[src/rtl/lbm_pkg.sv]
package lbm_pkg;
  typedef enum logic [1:0] {
    PS_32 = 2'd0,
    PS_16 = 2'd1,
    PS_8  = 2'd2
  } port_sz_e;

  typedef enum logic [1:0] {
    ST_IDLE  = 2'd0,
    ST_START = 2'd1,
    ST_BEAT  = 2'd2
  } state_e;

  // log2 of the port width in bytes
  function automatic logic [1:0] width_shift(input logic [1:0] ps);
    case (ps)
      PS_32:   width_shift = 2'd2;
      PS_16:   width_shift = 2'd1;
      default: width_shift = 2'd0;
    endcase
  endfunction
endpackage

[src/rtl/lbm_ctrl.sv]
module lbm_ctrl
  import lbm_pkg::*;
#(
  parameter int LINE_BYTES = 16,
  localparam int OFF_W = $clog2(LINE_BYTES)
) (
  input  logic             clk,
  input  logic             rst_n,
  input  logic             req_fire,
  input  logic [1:0]       req_port_sz,
  input  logic             bus_ta,
  input  logic             bus_bi,
  output state_e           state,
  output logic [OFF_W-1:0] beat_idx,
  output logic             burst_mode,
  output logic [1:0]       shift,
  output logic             last_beat,
  output logic             beat_ack,
  output logic             done
);
  logic [OFF_W:0] beat_total;

  assign beat_total = (OFF_W+1)'(LINE_BYTES >> shift);
  assign last_beat  = ({1'b0, beat_idx} == beat_total - 1'b1);
  assign beat_ack   = (state == ST_BEAT) && bus_ta;

  always_ff @(posedge clk or negedge rst_n) begin
    if (!rst_n) begin
      state      <= ST_IDLE;
      beat_idx   <= '0;
      burst_mode <= 1'b0;
      shift      <= 2'd0;
      done       <= 1'b0;
    end else begin
      done <= 1'b0;
      case (state)
        ST_IDLE: begin
          if (req_fire) begin
            state      <= ST_START;
            beat_idx   <= '0;
            burst_mode <= 1'b1;
            shift      <= width_shift(req_port_sz);
          end
        end
        ST_START: state <= ST_BEAT;
        ST_BEAT: begin
          if (bus_ta) begin
            if (last_beat) begin
              state      <= ST_IDLE;
              burst_mode <= 1'b0;
              done       <= 1'b1;
            end else begin
              beat_idx <= beat_idx + 1'b1;
              if (!burst_mode) begin
                state <= ST_START;
              end else if (bus_bi && (beat_idx == '0)) begin
                burst_mode <= 1'b0;
                state      <= ST_START;
              end
            end
          end
        end
        default: state <= ST_IDLE;
      endcase
    end
  end
endmodule

[src/rtl/lbm_addr.sv]
module lbm_addr
  import lbm_pkg::*;
#(
  parameter int ADDR_W     = 32,
  parameter int LINE_BYTES = 16,
  localparam int OFF_W = $clog2(LINE_BYTES)
) (
  input  logic              clk,
  input  logic              rst_n,
  input  logic              req_fire,
  input  logic [ADDR_W-1:0] req_addr,
  input  logic [1:0]        req_port_sz,
  input  logic [OFF_W-1:0]  beat_idx,
  input  logic [1:0]        shift,
  input  logic              burst_mode,
  output logic [OFF_W-1:0]  beat_off,
  output logic [ADDR_W-1:0] bus_addr
);
  logic [ADDR_W-OFF_W-1:0] base_q;
  logic [OFF_W-1:0]        start_q;
  logic [OFF_W-1:0]        align_mask;

  assign align_mask = ~((OFF_W'(1) << width_shift(req_port_sz)) - OFF_W'(1));

  always_ff @(posedge clk or negedge rst_n) begin
    if (!rst_n) begin
      base_q  <= '0;
      start_q <= '0;
    end else if (req_fire) begin
      base_q  <= req_addr[ADDR_W-1:OFF_W];
      start_q <= req_addr[OFF_W-1:0] & align_mask;
    end
  end

  // wraps naturally inside the line by truncation
  assign beat_off = start_q + (beat_idx << shift);
  assign bus_addr = {base_q, burst_mode ? start_q : beat_off};
endmodule

[src/rtl/lbm_line.sv]
module lbm_line #(
  parameter int LINE_BYTES = 16,
  parameter int BUS_BYTES  = 4,
  localparam int OFF_W  = $clog2(LINE_BYTES),
  localparam int LANE_W = $clog2(BUS_BYTES),
  localparam int LINE_W = 8 * LINE_BYTES,
  localparam int BUS_W  = 8 * BUS_BYTES
) (
  input  logic              clk,
  input  logic              rst_n,
  input  logic              req_fire,
  input  logic [LINE_W-1:0] req_wdata,
  input  logic              wr_mode,
  input  logic              beat_ack,
  input  logic [OFF_W-1:0]  beat_off,
  input  logic [1:0]        shift,
  input  logic [BUS_W-1:0]  bus_din,
  output logic [BUS_W-1:0]  bus_dout,
  output logic [LINE_W-1:0] rd_line
);
  logic [LINE_W-1:0] wline_q;
  logic [OFF_W:0]    lane_cnt;

  assign lane_cnt = (OFF_W+1)'(1) << shift;

  always_ff @(posedge clk or negedge rst_n) begin
    if (!rst_n) wline_q <= '0;
    else if (req_fire) wline_q <= req_wdata;
  end

  // write lanes: lane j carries line byte beat_off + j
  for (genvar j = 0; j < BUS_BYTES; j++) begin : g_wlane
    logic [OFF_W-1:0] src;
    assign src = beat_off + OFF_W'(j);
    assign bus_dout[8*j +: 8] = ((OFF_W+1)'(j) < lane_cnt) ? wline_q[8*src +: 8] : 8'h00;
  end

  // read packing: each line byte loads from its own lane when the beat covers it
  for (genvar b = 0; b < LINE_BYTES; b++) begin : g_rbyte
    logic [OFF_W-1:0] rel;
    logic             hit;
    assign rel = OFF_W'(b) - beat_off;
    assign hit = ({1'b0, rel} < lane_cnt);
    always_ff @(posedge clk or negedge rst_n) begin
      if (!rst_n) rd_line[8*b +: 8] <= 8'h00;
      else if (beat_ack && !wr_mode && hit) rd_line[8*b +: 8] <= bus_din[8*rel[LANE_W-1:0] +: 8];
    end
  end
endmodule

[src/rtl/line_burst_master.sv]
module line_burst_master
  import lbm_pkg::*;
#(
  parameter int ADDR_W     = 32,
  parameter int LINE_BYTES = 16,
  parameter int BUS_BYTES  = 4,
  localparam int OFF_W  = $clog2(LINE_BYTES),
  localparam int LINE_W = 8 * LINE_BYTES,
  localparam int BUS_W  = 8 * BUS_BYTES
) (
  input  logic              clk,
  input  logic              rst_n,
  input  logic              req_valid,
  output logic              req_ready,
  input  logic              req_write,
  input  logic [1:0]        req_port_sz,
  input  logic [ADDR_W-1:0] req_addr,
  input  logic [LINE_W-1:0] req_wdata,
  output logic              busy,
  output logic              done,
  output logic [LINE_W-1:0] rd_line,
  output logic [ADDR_W-1:0] bus_addr,
  output logic              bus_ts,
  output logic              bus_burst,
  output logic              bus_bdip,
  output logic              bus_wr,
  output logic              bus_lock,
  output logic [BUS_W-1:0]  bus_dout,
  input  logic [BUS_W-1:0]  bus_din,
  input  logic              bus_ta,
  input  logic              bus_bi
);
  state_e           state;
  logic [OFF_W-1:0] beat_idx;
  logic [OFF_W-1:0] beat_off;
  logic             burst_mode;
  logic [1:0]       shift;
  logic             last_beat;
  logic             beat_ack;
  logic             req_fire;
  logic             wr_q;

  assign busy      = (state != ST_IDLE);
  assign req_ready = !busy;
  assign req_fire  = req_valid && req_ready;

  always_ff @(posedge clk or negedge rst_n) begin
    if (!rst_n) wr_q <= 1'b0;
    else if (req_fire) wr_q <= req_write;
  end

  assign bus_ts    = (state == ST_START);
  assign bus_burst = busy && burst_mode;
  assign bus_bdip  = busy && burst_mode && !last_beat;
  assign bus_lock  = busy && burst_mode && (shift != 2'd2);
  assign bus_wr    = busy && wr_q;

  lbm_ctrl #(.LINE_BYTES(LINE_BYTES)) u_ctrl (
    .clk(clk), .rst_n(rst_n), .req_fire(req_fire), .req_port_sz(req_port_sz),
    .bus_ta(bus_ta), .bus_bi(bus_bi), .state(state), .beat_idx(beat_idx),
    .burst_mode(burst_mode), .shift(shift), .last_beat(last_beat),
    .beat_ack(beat_ack), .done(done)
  );

  lbm_addr #(.ADDR_W(ADDR_W), .LINE_BYTES(LINE_BYTES)) u_addr (
    .clk(clk), .rst_n(rst_n), .req_fire(req_fire), .req_addr(req_addr),
    .req_port_sz(req_port_sz), .beat_idx(beat_idx), .shift(shift),
    .burst_mode(burst_mode), .beat_off(beat_off), .bus_addr(bus_addr)
  );

  lbm_line #(.LINE_BYTES(LINE_BYTES), .BUS_BYTES(BUS_BYTES)) u_line (
    .clk(clk), .rst_n(rst_n), .req_fire(req_fire), .req_wdata(req_wdata),
    .wr_mode(wr_q), .beat_ack(beat_ack), .beat_off(beat_off), .shift(shift),
    .bus_din(bus_din), .bus_dout(bus_dout), .rd_line(rd_line)
  );
endmodule

[config.mk]
export PLATFORM = sky130hd
export DESIGN_NAME = line_burst_master
export DESIGN_NICKNAME = d
export VERILOG_FILES = /design/src/rtl/lbm_pkg.sv /design/src/rtl/lbm_ctrl.sv /design/src/rtl/lbm_addr.sv /design/src/rtl/lbm_line.sv /design/src/rtl/line_burst_master.sv
export SDC_FILE = /design/constraint.sdc
export NUM_CORES = 1
export LEC_CHECK = 0
export ABC_AREA = 1
export BUFFER_PORTS_ARGS = -buffer_cell sky130_fd_sc_hd__buf_2
export CAP_MARGIN = 20
export CORE_MARGIN = 2
export CORE_UTILIZATION = 59
export CTS_CLUSTER_DIAMETER = 40
export DETAILED_ROUTE_END_ITERATION = 7
export MAX_ROUTING_LAYER = met4
export PLACE_DENSITY_LB_ADDON = 0.25
export SYNTH_ARGS = -nofsm -noshare
export SYNTH_HDL_FRONTEND = slang
export SYNTH_HIERARCHICAL = 1
export SYNTH_SLANG_ARGS = --single-unit
[constraint.sdc]
create_clock -name clk -period 12.4 [get_ports clk]
set_clock_uncertainty 0.1 [all_clocks]
set_input_delay 1.24 -clock clk [delete_from_list [all_inputs] [get_ports clk]]
set_output_delay 1.24 -clock clk [all_outputs]
set_load 0.01 [all_outputs]
Word-level counts from Yosys, hierarchy flattened. Index checks and enable logic that the tools add are counted. W data, S select, Z words.

$add $sub $neg: 23. Bitwise logic cells: 2. Equal/unequal tests: 9. Shifts and indexed selects: 24. Magnitude comparators: 20. Reductions and logical operators: 36. Mux-type cells: 25.

Operators by type and width (count): $shiftx A128 B8 Y8 (4); $shiftx A32 B6 Y8 (16); $lt A4 B5 Y1 (16); $mux W8 (4); $sub A4 B4 Y4 const A (8); $logic_and A1 B1 Y1 (24); $mux W4 (4); $sub A3 B4 Y4 const A (4); $lt A1 B5 Y1 const A (2); $lt A2 B5 Y1 const A (2); $mux W2 (5); $add A4 B1 Y4 const B (2); $add A4 B2 Y4 const B (2); $mux W1 (8); $ne A2 B2 Y1 const B (4); $pmux W4 S2 (1); $sub A1 B4 Y4 const A (2); $sub A2 B4 Y4 const A (2); $pmux W2 S3 (1); $reduce_and A3 Y1 (2); $eq A4 B5 Y1 (1); $shl A1 B2 Y5 const A (1); $shr A5 B2 Y5 const A (1); $sub A5 B1 Y5 const B (1); other kinds (17) (22).

Flip-flop bits (word level): 299. Input bits: 200. Word-level logic and storage cells: 164.

Logic depth before layout (Yosys ltp). Gate-level depths: netlist (run 1).

Depth in word-level cells: 7. Depth in mapped cells: 24.

Hierarchy. Netlist (run 1), hierarchy kept.

By module, submodules not included: lbm_line (area each 15212.1 µm², sequential area each 6406.1 µm², instances 1, cells each 2069); lbm_addr (area each 1556.5 µm², sequential area each 800.8 µm², instances 1, cells each 121); lbm_ctrl (area each 624.3 µm², sequential area each 250.2 µm², instances 1, cells each 79); line_burst_master (area each 102.6 µm², sequential area each 25.0 µm², instances 1, cells each 18).

Worst setup path before layout (run 1). No wires, ideal clock.

Kind: reg-to-output. Start: register u_ctrl.shift[0]. End: output port bus_dout[30]. Required time: 11.060 ns. Cell stages (with the launch flop): 19. Path slack: 7.372 ns. Data arrival time: 3.688 ns. Path buffers: 6. Cells stage by stage: dfrtp_1 > inv_2 > nand2_1 > nor2_1 > ha_1 > fa_1 > clkbuf_1 > inv_1 > buf_2 > buf_1 > ha_1 > buf_2 > inv_1 > buf_4 > clkbuf_1 > nand2_1 > a21oi_1 > nor2_1 > nor2_1.

Word-level cells in the longest chain between the ends: 5. Elaborated cells between the ends (all ways): 7.

RTL lines: from (decl) (line lbm_ctrl.sv:16) `output logic [1:0] shift,`; from (signal assigned) (line lbm_ctrl.sv:42) `shift <= width_shift(req_port_sz);`; $shl A4 B2 Y4 (line lbm_addr.sv:36) `assign beat_off = start_q + (beat_idx << shift);`; $add A4 B4 Y4 (line lbm_addr.sv:36); net beat_off[1] (line line_burst_master.sv:35) `logic [OFF_W-1:0] beat_off;`; $add A4 B2 Y4 (line lbm_line.sv:34) `assign src = beat_off + OFF_W'(j);`; $shiftx A128 B8 Y8 (line lbm_line.sv:35) `assign bus_dout[8*j +: 8] = ((OFF_W+1)'(j) < lane_cnt) ? wline_q[8*src +: 8] : 8'h00;`; $mux W8 (line lbm_line.sv:35); to (decl) (line line_burst_master.sv:28) `output logic [BUS_W-1:0] bus_dout,`.

The timed path passes the listed nets, and every way through them passes these cells.

Worst setup path after layout (run 1).
Start: register u_ctrl.shift[0]. End: output port bus_dout[8].

Word-level cells in the longest chain between the ends: 5. Elaborated cells between the ends (all ways): 7.

RTL lines (line): $shl A4 B2 Y4 (lbm_addr.sv:36); $add A4 B4 Y4 (lbm_addr.sv:36); net beat_off[1] (line_burst_master.sv:35); $add A4 B1 Y4 (lbm_line.sv:34); $shiftx A128 B8 Y8 (lbm_line.sv:35); $mux W8 (lbm_line.sv:35).

The timed path passes the listed nets, and every way through them passes these cells.

==> impl_results.html, run 1 <==
<table>
<tr><th>Metric</th><th>Value</th></tr>
<tr><th colspan="2">Outcome</th></tr>
<tr><td>Status</td><td>completed</td></tr>
<tr><th colspan="2">Synthesis</th></tr>
<tr><td>Post-synthesis average cell area</td><td>around 7.6 um2</td></tr>
<tr><td>EDFF count, synth</td><td>0</td></tr>
<tr><td>Count of warnings emitted by yosys</td><td>6</td></tr>
<tr><td>Async SR Flop Fraction</td><td>100%</td></tr>
<tr><td>Synth unique cells</td><td>44</td></tr>
<tr><td>Number of flip-flops and latches in the synthesized netlist</td><td>299</td></tr>
<tr><td>Part of the Yosys area used for sequential elements</td><td>a little over two fifths</td></tr>
<tr><td>Cell area after synthesis</td><td>17500 um2</td></tr>
<tr><td>Primary flip-flop cell chosen by synthesis mapping</td><td>sky130_fd_sc_hd__dfrtp_1</td></tr>
<tr><td>Mapped Nets</td><td>2526</td></tr>
<tr><td>Gate count of the mapped netlist</td><td>2287</td></tr>
<tr><th colspan="2">Job</th></tr>
<tr><td>Number of max-cap violations</td><td>0</td></tr>
<tr><th colspan="2">CTS</th></tr>
<tr><td>Setup Buffers After CTS</td><td>0</td></tr>
<tr><td>CTS Root Cell</td><td>sky130_fd_sc_hd__clkbuf_16</td></tr>
<tr><td>Hold bufs inserted after CTS</td><td>0</td></tr>
<tr><td>CTS max path bufs</td><td>3</td></tr>
<tr><td>Clock tree from TritonCTS</td><td>done</td></tr>
<tr><td>Clock sinks</td><td>299</td></tr>
<tr><td>Clock latency of the later-clocked register in the worst-skew pair</td><td>roughly 540 ps</td></tr>
<tr><td>Number of CTS-inserted buffers</td><td>44</td></tr>
<tr><td>CTS clock-pin slew for the worst setup and hold paths</td><td>60 ps</td></tr>
<tr><td>H-tree depth reported by CTS</td><td>2</td></tr>
<tr><td>Number of instances resized during post-cts repair</td><td>0</td></tr>
<tr><th colspan="2">Final layout</th></tr>
<tr><td>Count of filler cells inserted in the layout</td><td>2392</td></tr>
<tr><td>Total area of multi-input combinational cells</td><td>8760 um2</td></tr>
<tr><td>Area growth from synthesis to layout</td><td>20.3%</td></tr>
<tr><td>Net count reported at finish</td><td>2858</td></tr>
<tr><td>Reg area</td><td>7480 um2</td></tr>
<tr><td>Layout cell share with drive strength beyond 1</td><td>approximately a quarter</td></tr>
<tr><th colspan="2">Timing</th></tr>
<tr><td>Final period demand of the worst path</td><td>6770 ps</td></tr>
<tr><td>Portion of the clock cycle consumed by the worst path in the final layout</td><td>54.6%</td></tr>
<tr><td>RSZ-0062 raised after global routing</td><td>false</td></tr>
<tr><td>Pin slew with the least headroom to its limit</td><td>1100 ps</td></tr>
<tr><td>Fmax</td><td>148 MHz</td></tr>
<tr><td>Total negative slack for setup checks</td><td>0 ps</td></tr>
<tr><td>Max-Slew Margin vs Limit</td><td>27.0%</td></tr>
<tr><td>Hold violation total from the final report</td><td>0</td></tr>
<tr><td>Max-slew violation count</td><td>0</td></tr>
<tr><td>Final setup violation count</td><td>0</td></tr>
<tr><th colspan="2">Critical path</th></tr>
<tr><td>Crit start category</td><td>flip-flop</td></tr>
<tr><td>Arrival time at the worst endpoint</td><td>around 5400 ps</td></tr>
<tr><td>Required arrival time at the worst endpoint</td><td>11060 ps</td></tr>
<tr><td>End of the critical path</td><td>bus_dout[8]</td></tr>
<tr><td>R2R depth</td><td>18</td></tr>
<tr><td>Source of the worst register-to-register timing path</td><td>u_ctrl/shift[0]</td></tr>
<tr><td>Critical Path Start</td><td>u_ctrl/shift[0]</td></tr>
<tr><td>Setup CP Type</td><td>flip-flop to primary output</td></tr>
<tr><td>CP Max Fanout</td><td>89</td></tr>
<tr><td>Crit Reg-Reg Endpoint</td><td>u_line/rd_line[87]</td></tr>
<tr><td>Reg2Reg Setup Slack</td><td>6690 ps</td></tr>
<tr><td>Endpoint type of the worst setup path</td><td>primary output</td></tr>
<tr><th colspan="2">Floorplanning</th></tr>
<tr><td>Number of top-level pins</td><td>400</td></tr>
<tr><td>Die span in y</td><td>176 um</td></tr>
<tr><td>Placeable core region</td><td>29400 um2</td></tr>
<tr><td>Die Span X</td><td>between 150 and 200 um</td></tr>
<tr><td>Initial Util</td><td>59.5%</td></tr>
<tr><td>Site Rows</td><td>63</td></tr>
<tr><td>Die footprint</td><td>31000 um2</td></tr>
<tr><th colspan="2">Global routing</th></tr>
<tr><td>Maximum number of pins on one net before global-route repair</td><td>approximately 150</td></tr>
<tr><td>Antenna violations before repair</td><td>4</td></tr>
<tr><td>Vias in the first global route</td><td>approximately 16000</td></tr>
<tr><td>Global-route wire length before repair</td><td>89000 um</td></tr>
<tr><td>Total Routing Usage GR</td><td>37.7%</td></tr>
<tr><td>Leftover overflow at the end of global routing</td><td>0</td></tr>
<tr><th colspan="2">Drt</th></tr>
<tr><td>Via Count</td><td>17582</td></tr>
<tr><td>Number of iterations in the first detailed-routing pass</td><td>8</td></tr>
<tr><td>Routed vias/inst</td><td>between 5 and 6</td></tr>
<tr><td>Number of antenna-violating nets in the routed design</td><td>0</td></tr>
<tr><td>Number of design-rule violations left by the first detailed-router iteration</td><td>2421</td></tr>
<tr><td>Wire length per cell after detailed routing</td><td>19.0 um</td></tr>
<tr><td># DRC</td><td>0</td></tr>
<tr><td>Detailed Route WL</td><td>57900 um</td></tr>
<tr><th colspan="2">Placement</th></tr>
<tr><td>IO buf count</td><td>399</td></tr>
<tr><td>Weighted congestion at the end of routability-driven global placement</td><td>0.987</td></tr>
<tr><td>Final HPWL from detailed placement</td><td>42000 um</td></tr>
<tr><th colspan="2">Hold path</th></tr>
<tr><td>Class of the tightest hold or removal check</td><td>flip-flop to flip-flop</td></tr>
</table>
## cell usage after synthesis (all sizes together) (2+ instances only)
library cell | n | area share [%]
nand4 | 13 | 0.55
o21bai | 6 | 0.26
dfrtp | 299 | 43
inv | 163 | 3.5
clkinv | 3 | 0.064
o31ai | 2 | 0.086
xnor2 | 2 | 0.10
xor2 | 8 | 0.40
o21ai | 288 | 8.3
nor3 | 6 | 0.17
nor2 | 117 | 2.8
ha | 38 | 2.7
nand3 | 248 | 7.2
nand2 | 771 | 17
clkbuf | 51 | 1.1
or2 | 6 | 0.21
a21oi | 28 | 0.99
o211ai | 82 | 3.5
buf | 76 | 2.6
mux2 | 75 | 5.3
## cell usage in the layout (no fill, tap or decap), drive strengths merged
cell type    n
nand2      771
inv        174
a21oi       28
mux2        75
o21a         1
nor2       117
a31oi        1
clkinv      12
o31ai        2
nand3b       1
nand4       13
clkbuf      51
a21o         1
clkinvlp     5
bufinv       4
o21ai      288
nor3         6
ha          38
or2          6
o211ai      82
dfrtp      299
buf        413
xor2         8
o21bai       6
diode        4
xnor2        2
fa           1
nand3      248
## routing by layer
metal  up-vias  GRT usage, %  share of wire (%)
li1       8215             -                  -
met1      8195          49.6                 40
met2      1021          59.8                 47
met3       151          6.44                 10
met4         0          12.5                3.5
met5         -             -                  0
## logic make-up after synthesis
family / Yosys count / synth area share, %
mux: 75 / 5.30
buf+inv: 293 / 7.31
simple gates: 1162 / 28.0
compound gates: 409 / 13.3
xor+xnor: 10 / 0.501
fa+ha+maj: 39 / 2.83
flops: 299 / 42.8
## worst max-delay path, cell delays in order (launching register included)
cell and delay, ps:
sky130_fd_sc_hd__dfrtp_1 510, sky130_fd_sc_hd__inv_2 150, sky130_fd_sc_hd__nand2_1 80, sky130_fd_sc_hd__nor2_1 170, sky130_fd_sc_hd__ha_4 170, sky130_fd_sc_hd__fa_2 450
sky130_fd_sc_hd__inv_2 60, sky130_fd_sc_hd__buf_4 720, sky130_fd_sc_hd__ha_2 460, sky130_fd_sc_hd__buf_4 380, sky130_fd_sc_hd__inv_2 120, sky130_fd_sc_hd__buf_4 690
sky130_fd_sc_hd__nand2_1 100, sky130_fd_sc_hd__o21ai_0 100, sky130_fd_sc_hd__nand2_1 70, sky130_fd_sc_hd__nand2_1 70, sky130_fd_sc_hd__nor2_1 50, sky130_fd_sc_hd__nor2_1 230
sky130_fd_sc_hd__buf_2 200
## final cells by class
class                      instances  area share, %
clock buffer                      51           5.64
sequential                       299           35.5
clock inverter                    29           1.75
multi-input combinational       1695           41.6
antenna                            4         0.0476
tap                              390           2.32
inverter                         166           3.01
timing repair buffer             413           10.1
## state kept, by name, summed over array words and instances (netlist names)
| signal | flops |
|---|---|
| u_line/rd_line | 128 |
| u_addr/base_q | 28 |
| u_ctrl/shift | 2 |
| u_ctrl/beat_idx | 4 |
| wr_q | 1 |
| u_line/wline_q | 128 |
| u_ctrl/state | 2 |
| u_ctrl/done | 1 |
| u_addr/start_q | 4 |
| u_ctrl/burst_mode | 1 |
## worst min path at each step
stage,from,end,slack (ps),cells after the start
after CTS,u_line/rd_line[3],u_line/rd_line[3],370,2
final,u_line/rd_line[3],u_line/rd_line[3],370,2
after global routing,u_line/rd_line[102],u_line/rd_line[102],390,2
after detailed placement,u_line/rd_line[3],u_line/rd_line[3],350,2
after floorplan,wr_q,wr_q,360,2
after global placement,u_line/rd_line[19],u_line/rd_line[19],350,2
## metrics by stage
stage               util, %  hold slack [ps]  std cells  setup slack [ps]  instance area [um2]
CTS                    71.6              368       3043              5770                21000
detailed placement     66.3              354       2963              6330                19500
global placement       66.2              348       2962              6390                19500
global route           71.6              387       3047              5370                21100
floorplan                 -              363       2287              7370                17500
finish                 71.6              365       3047              5630                21100
Power of run 1 is left out: the tool's default activity adds up to more than one toggle a clock period on the data nets, which glitch-free logic cannot reach.
==> run 2, diff against run 1 <==
CORE_UTILIZATION = 55   (was 59)
clock period = 7.07 ns   (was 12.4 ns; I/O delays follow)
==> run 2 against run 1 <==
Global-route usage fell by 3.2 points. Core utilization is 4.9 points lower. Critical endpoint is now bus_dout[27]. Setup slack lost 4300 ps. Hold slack worse by 200 ps. Final cell count increased by 0.26%. Sequential share of layout area up 0.11 points. Non-clock buffer count rose by 2. First-iteration DRC count down 20%. Register-to-register slack worse by 4800 ps. Critical path depth shrank 5.
==> impl_results.html, run 2 (synthesized netlist as in run 1, its figures left out) <==
<table>
<tr><th>Metric</th><th>Value</th></tr>
<tr><th colspan="2">Timing</th></tr>
<tr><td>Max-Slew Margin vs Limit</td><td>10.8% (-16 points)</td></tr>
<tr><td>Final setup violation count</td><td>0 (unchanged)</td></tr>
<tr><td>Final period demand of the worst path</td><td>5750 ps</td></tr>
<tr><td>RSZ-0062 raised after global routing</td><td>false</td></tr>
<tr><td>Total negative slack for setup checks</td><td>0 ps (unchanged)</td></tr>
<tr><td>Pin slew with the least headroom to its limit</td><td>1330 ps (+239 ps)</td></tr>
<tr><td>Fmax</td><td>~170 MHz</td></tr>
<tr><td>Portion of the clock cycle consumed by the worst path in the final layout</td><td>81.3%</td></tr>
<tr><td>Max-slew violation count</td><td>0 (unchanged)</td></tr>
<tr><td>Hold violation total from the final report</td><td>0 (unchanged)</td></tr>
<tr><th colspan="2">Floorplanning</th></tr>
<tr><td>Die Span X</td><td>182 um (+3.5%)</td></tr>
<tr><td>Die footprint</td><td>33300 um2 (+7.1%)</td></tr>
<tr><td>Initial Util</td><td>55.6% (-3.9 points)</td></tr>
<tr><td>Site Rows</td><td>65 (+3.2%)</td></tr>
<tr><td>Number of top-level pins</td><td>400 (unchanged)</td></tr>
<tr><td>Die span in y</td><td>182 um (+3.5%)</td></tr>
<tr><td>Placeable core region</td><td>31500 um2 (+7.0%)</td></tr>
<tr><th colspan="2">CTS</th></tr>
<tr><td>Number of instances resized during post-cts repair</td><td>0 (unchanged)</td></tr>
<tr><td>Number of CTS-inserted buffers</td><td>41 (-6.8%)</td></tr>
<tr><td>CTS max path bufs</td><td>3 (unchanged)</td></tr>
<tr><td>H-tree depth reported by CTS</td><td>2 (unchanged)</td></tr>
<tr><td>CTS clock-pin slew for the worst setup and hold paths</td><td>60 ps (about the same)</td></tr>
<tr><td>Clock latency of the later-clocked register in the worst-skew pair</td><td>520 ps (-20 ps)</td></tr>
<tr><td>CTS Root Cell</td><td>sky130_fd_sc_hd__clkbuf_16</td></tr>
<tr><td>Hold bufs inserted after CTS</td><td>0 (unchanged)</td></tr>
<tr><td>Clock tree from TritonCTS</td><td>done</td></tr>
<tr><td>Clock sinks</td><td>299 (unchanged)</td></tr>
<tr><td>Setup Buffers After CTS</td><td>0 (unchanged)</td></tr>
<tr><th colspan="2">Final layout</th></tr>
<tr><td>Net count reported at finish</td><td>2857 (-0.035%)</td></tr>
<tr><td>Leading cell type in the layout, fill and taps excluded</td><td>sky130_fd_sc_hd__nand2_1</td></tr>
<tr><td>Layout cell share with drive strength beyond 1</td><td>23.4% (-0.22 points)</td></tr>
<tr><td>Most frequent cells in the layout</td><td>sky130_fd_sc_hd__nand2_1, sky130_fd_sc_hd__buf_2, sky130_fd_sc_hd__dfrtp_1</td></tr>
<tr><td>Area growth from synthesis to layout</td><td>20.0%</td></tr>
<tr><td>Registers with the most flip-flops</td><td>u_line/rd_line (128), u_line/wline_q (128), u_addr/base_q (28)</td></tr>
<tr><th colspan="2">Critical path</th></tr>
<tr><td>Setup CP Type</td><td>flip-flop to primary output</td></tr>
<tr><td>Required arrival time at the worst endpoint</td><td>6260 ps (-4800 ps)</td></tr>
<tr><td>Endpoint type of the worst setup path</td><td>primary output</td></tr>
<tr><td>CP Max Fanout</td><td>26 (-71%)</td></tr>
<tr><td>Arrival time at the worst endpoint</td><td>4940 ps (-490 ps)</td></tr>
<tr><td>Crit start category</td><td>flip-flop</td></tr>
<tr><th colspan="2">Drt</th></tr>
<tr><td>Number of antenna-violating nets in the routed design</td><td>0 (unchanged)</td></tr>
<tr><td>Detailed Route WL</td><td>57100 um (-1.3%)</td></tr>
<tr><td>Via Count</td><td>17380 (-1.1%)</td></tr>
<tr><td># DRC</td><td>0 (unchanged)</td></tr>
<tr><td>Wire length per cell after detailed routing</td><td>18.7 um (-1.6%)</td></tr>
<tr><td>Number of iterations in the first detailed-routing pass</td><td>8 (unchanged)</td></tr>
<tr><td>Routed vias/inst</td><td>5.69 (-1.4%)</td></tr>
<tr><td>Number of design-rule violations left by the first detailed-router iteration</td><td>1944 (-20%)</td></tr>
<tr><th colspan="2">Placement</th></tr>
<tr><td>Weighted congestion at the end of routability-driven global placement</td><td>0.986 (-0.13%)</td></tr>
<tr><td>IO buf count</td><td>399 (unchanged)</td></tr>
<tr><td>Final HPWL from detailed placement</td><td>41300 um (-1.8%)</td></tr>
<tr><th colspan="2">Job</th></tr>
<tr><td>Number of max-cap violations</td><td>0 (unchanged)</td></tr>
<tr><th colspan="2">Global routing</th></tr>
<tr><td>Antenna violations before repair</td><td>4 (unchanged)</td></tr>
<tr><td>Maximum number of pins on one net before global-route repair</td><td>152 (+2.7%)</td></tr>
<tr><td>Total Routing Usage GR</td><td>34.6% (-3.2 points)</td></tr>
<tr><td>Global-route wire length before repair</td><td>88000 um (-1.1%)</td></tr>
<tr><td>Vias in the first global route</td><td>16044 (-0.23%)</td></tr>
<tr><td>Leftover overflow at the end of global routing</td><td>0 (unchanged)</td></tr>
<tr><th colspan="2">Outcome</th></tr>
<tr><td>Status</td><td>completed</td></tr>
<tr><th colspan="2">Hold path</th></tr>
<tr><td>Class of the tightest hold or removal check</td><td>input pin to asynchronous set/reset pin</td></tr>
</table>
## run 2: layout make-up
cell class                 count  area [um2]
fill                        2759       10500
multi-input combinational   1695        8760
sequential                   299        7480
timing repair buffer         415        2170
clock buffer                  49        1110
inverter                     166         633
tap                          402         503
clock inverter                24         317
antenna                        5        12.5
## run 2: metal layers
layer  GRT usage (%)  vias to the layer above  wire length (um)  share of wire (%)
met1            46.4                     8074             23800                 42
met4            12.8                        0              2240                3.9
met2            52.2                      950             25400                 45
met3            6.96                      136              5700                 10
met5               -                        -                 0                  0
li1                -                     8220                 -                  -
## run 2: worst max-delay path: stages (launching register included)
cell                      delay, ps
sky130_fd_sc_hd__dfrtp_1        570
sky130_fd_sc_hd__buf_16         220
sky130_fd_sc_hd__inv_2           50
sky130_fd_sc_hd__o21ai_0         70
sky130_fd_sc_hd__a21oi_1         60
sky130_fd_sc_hd__a21oi_1        160
sky130_fd_sc_hd__ha_1           310
sky130_fd_sc_hd__xor2_1         860
sky130_fd_sc_hd__ha_1           380
sky130_fd_sc_hd__a21oi_2         70
sky130_fd_sc_hd__xor2_1        1050
sky130_fd_sc_hd__a21oi_1        160
sky130_fd_sc_hd__nor2_1         290
sky130_fd_sc_hd__buf_2          180
## run 2: stage by stage
| stage | hold WS (ps) | worst slack, ps | util, % | area (um2) | std cells |
|---|---|---|---|---|---|
| 2_1_floorplan | 311 | 2570 | - | 17500 | 2287 |
| 3_3_place_gp | 348 | 1750 | 62.0 | 19500 | 2975 |
| 3_5_place_dp | 355 | 1530 | 62.0 | 19500 | 2975 |
| 4_1_cts | 200 | 1090 | 66.5 | 20900 | 3048 |
| 5_1_grt | 243 | 1180 | 66.7 | 21000 | 3054 |
| 6_report | 162 | 1320 | 66.7 | 21000 | 3055 |
## run 2: worst paths after layout
kind / from / to / slack, ps / depth (start not counted)
max: u_ctrl/shift[1] / bus_dout[27] / 1320 / 13
min: rst_n / u_line/rd_line[38] / 160 / 1
max reg2reg: u_ctrl/shift[1] / u_line/rd_line[20] / 1850 / 17
min reg2reg: u_line/rd_line[65] / u_line/rd_line[65] / 370 / 2
max in group asynchronous: rst_n / u_line/rd_line[95] / 5210 / 2
min in group clk: req_wdata[105] / u_line/wline_q[105] / 280 / 3
Power of run 2 is left out for the same reason.
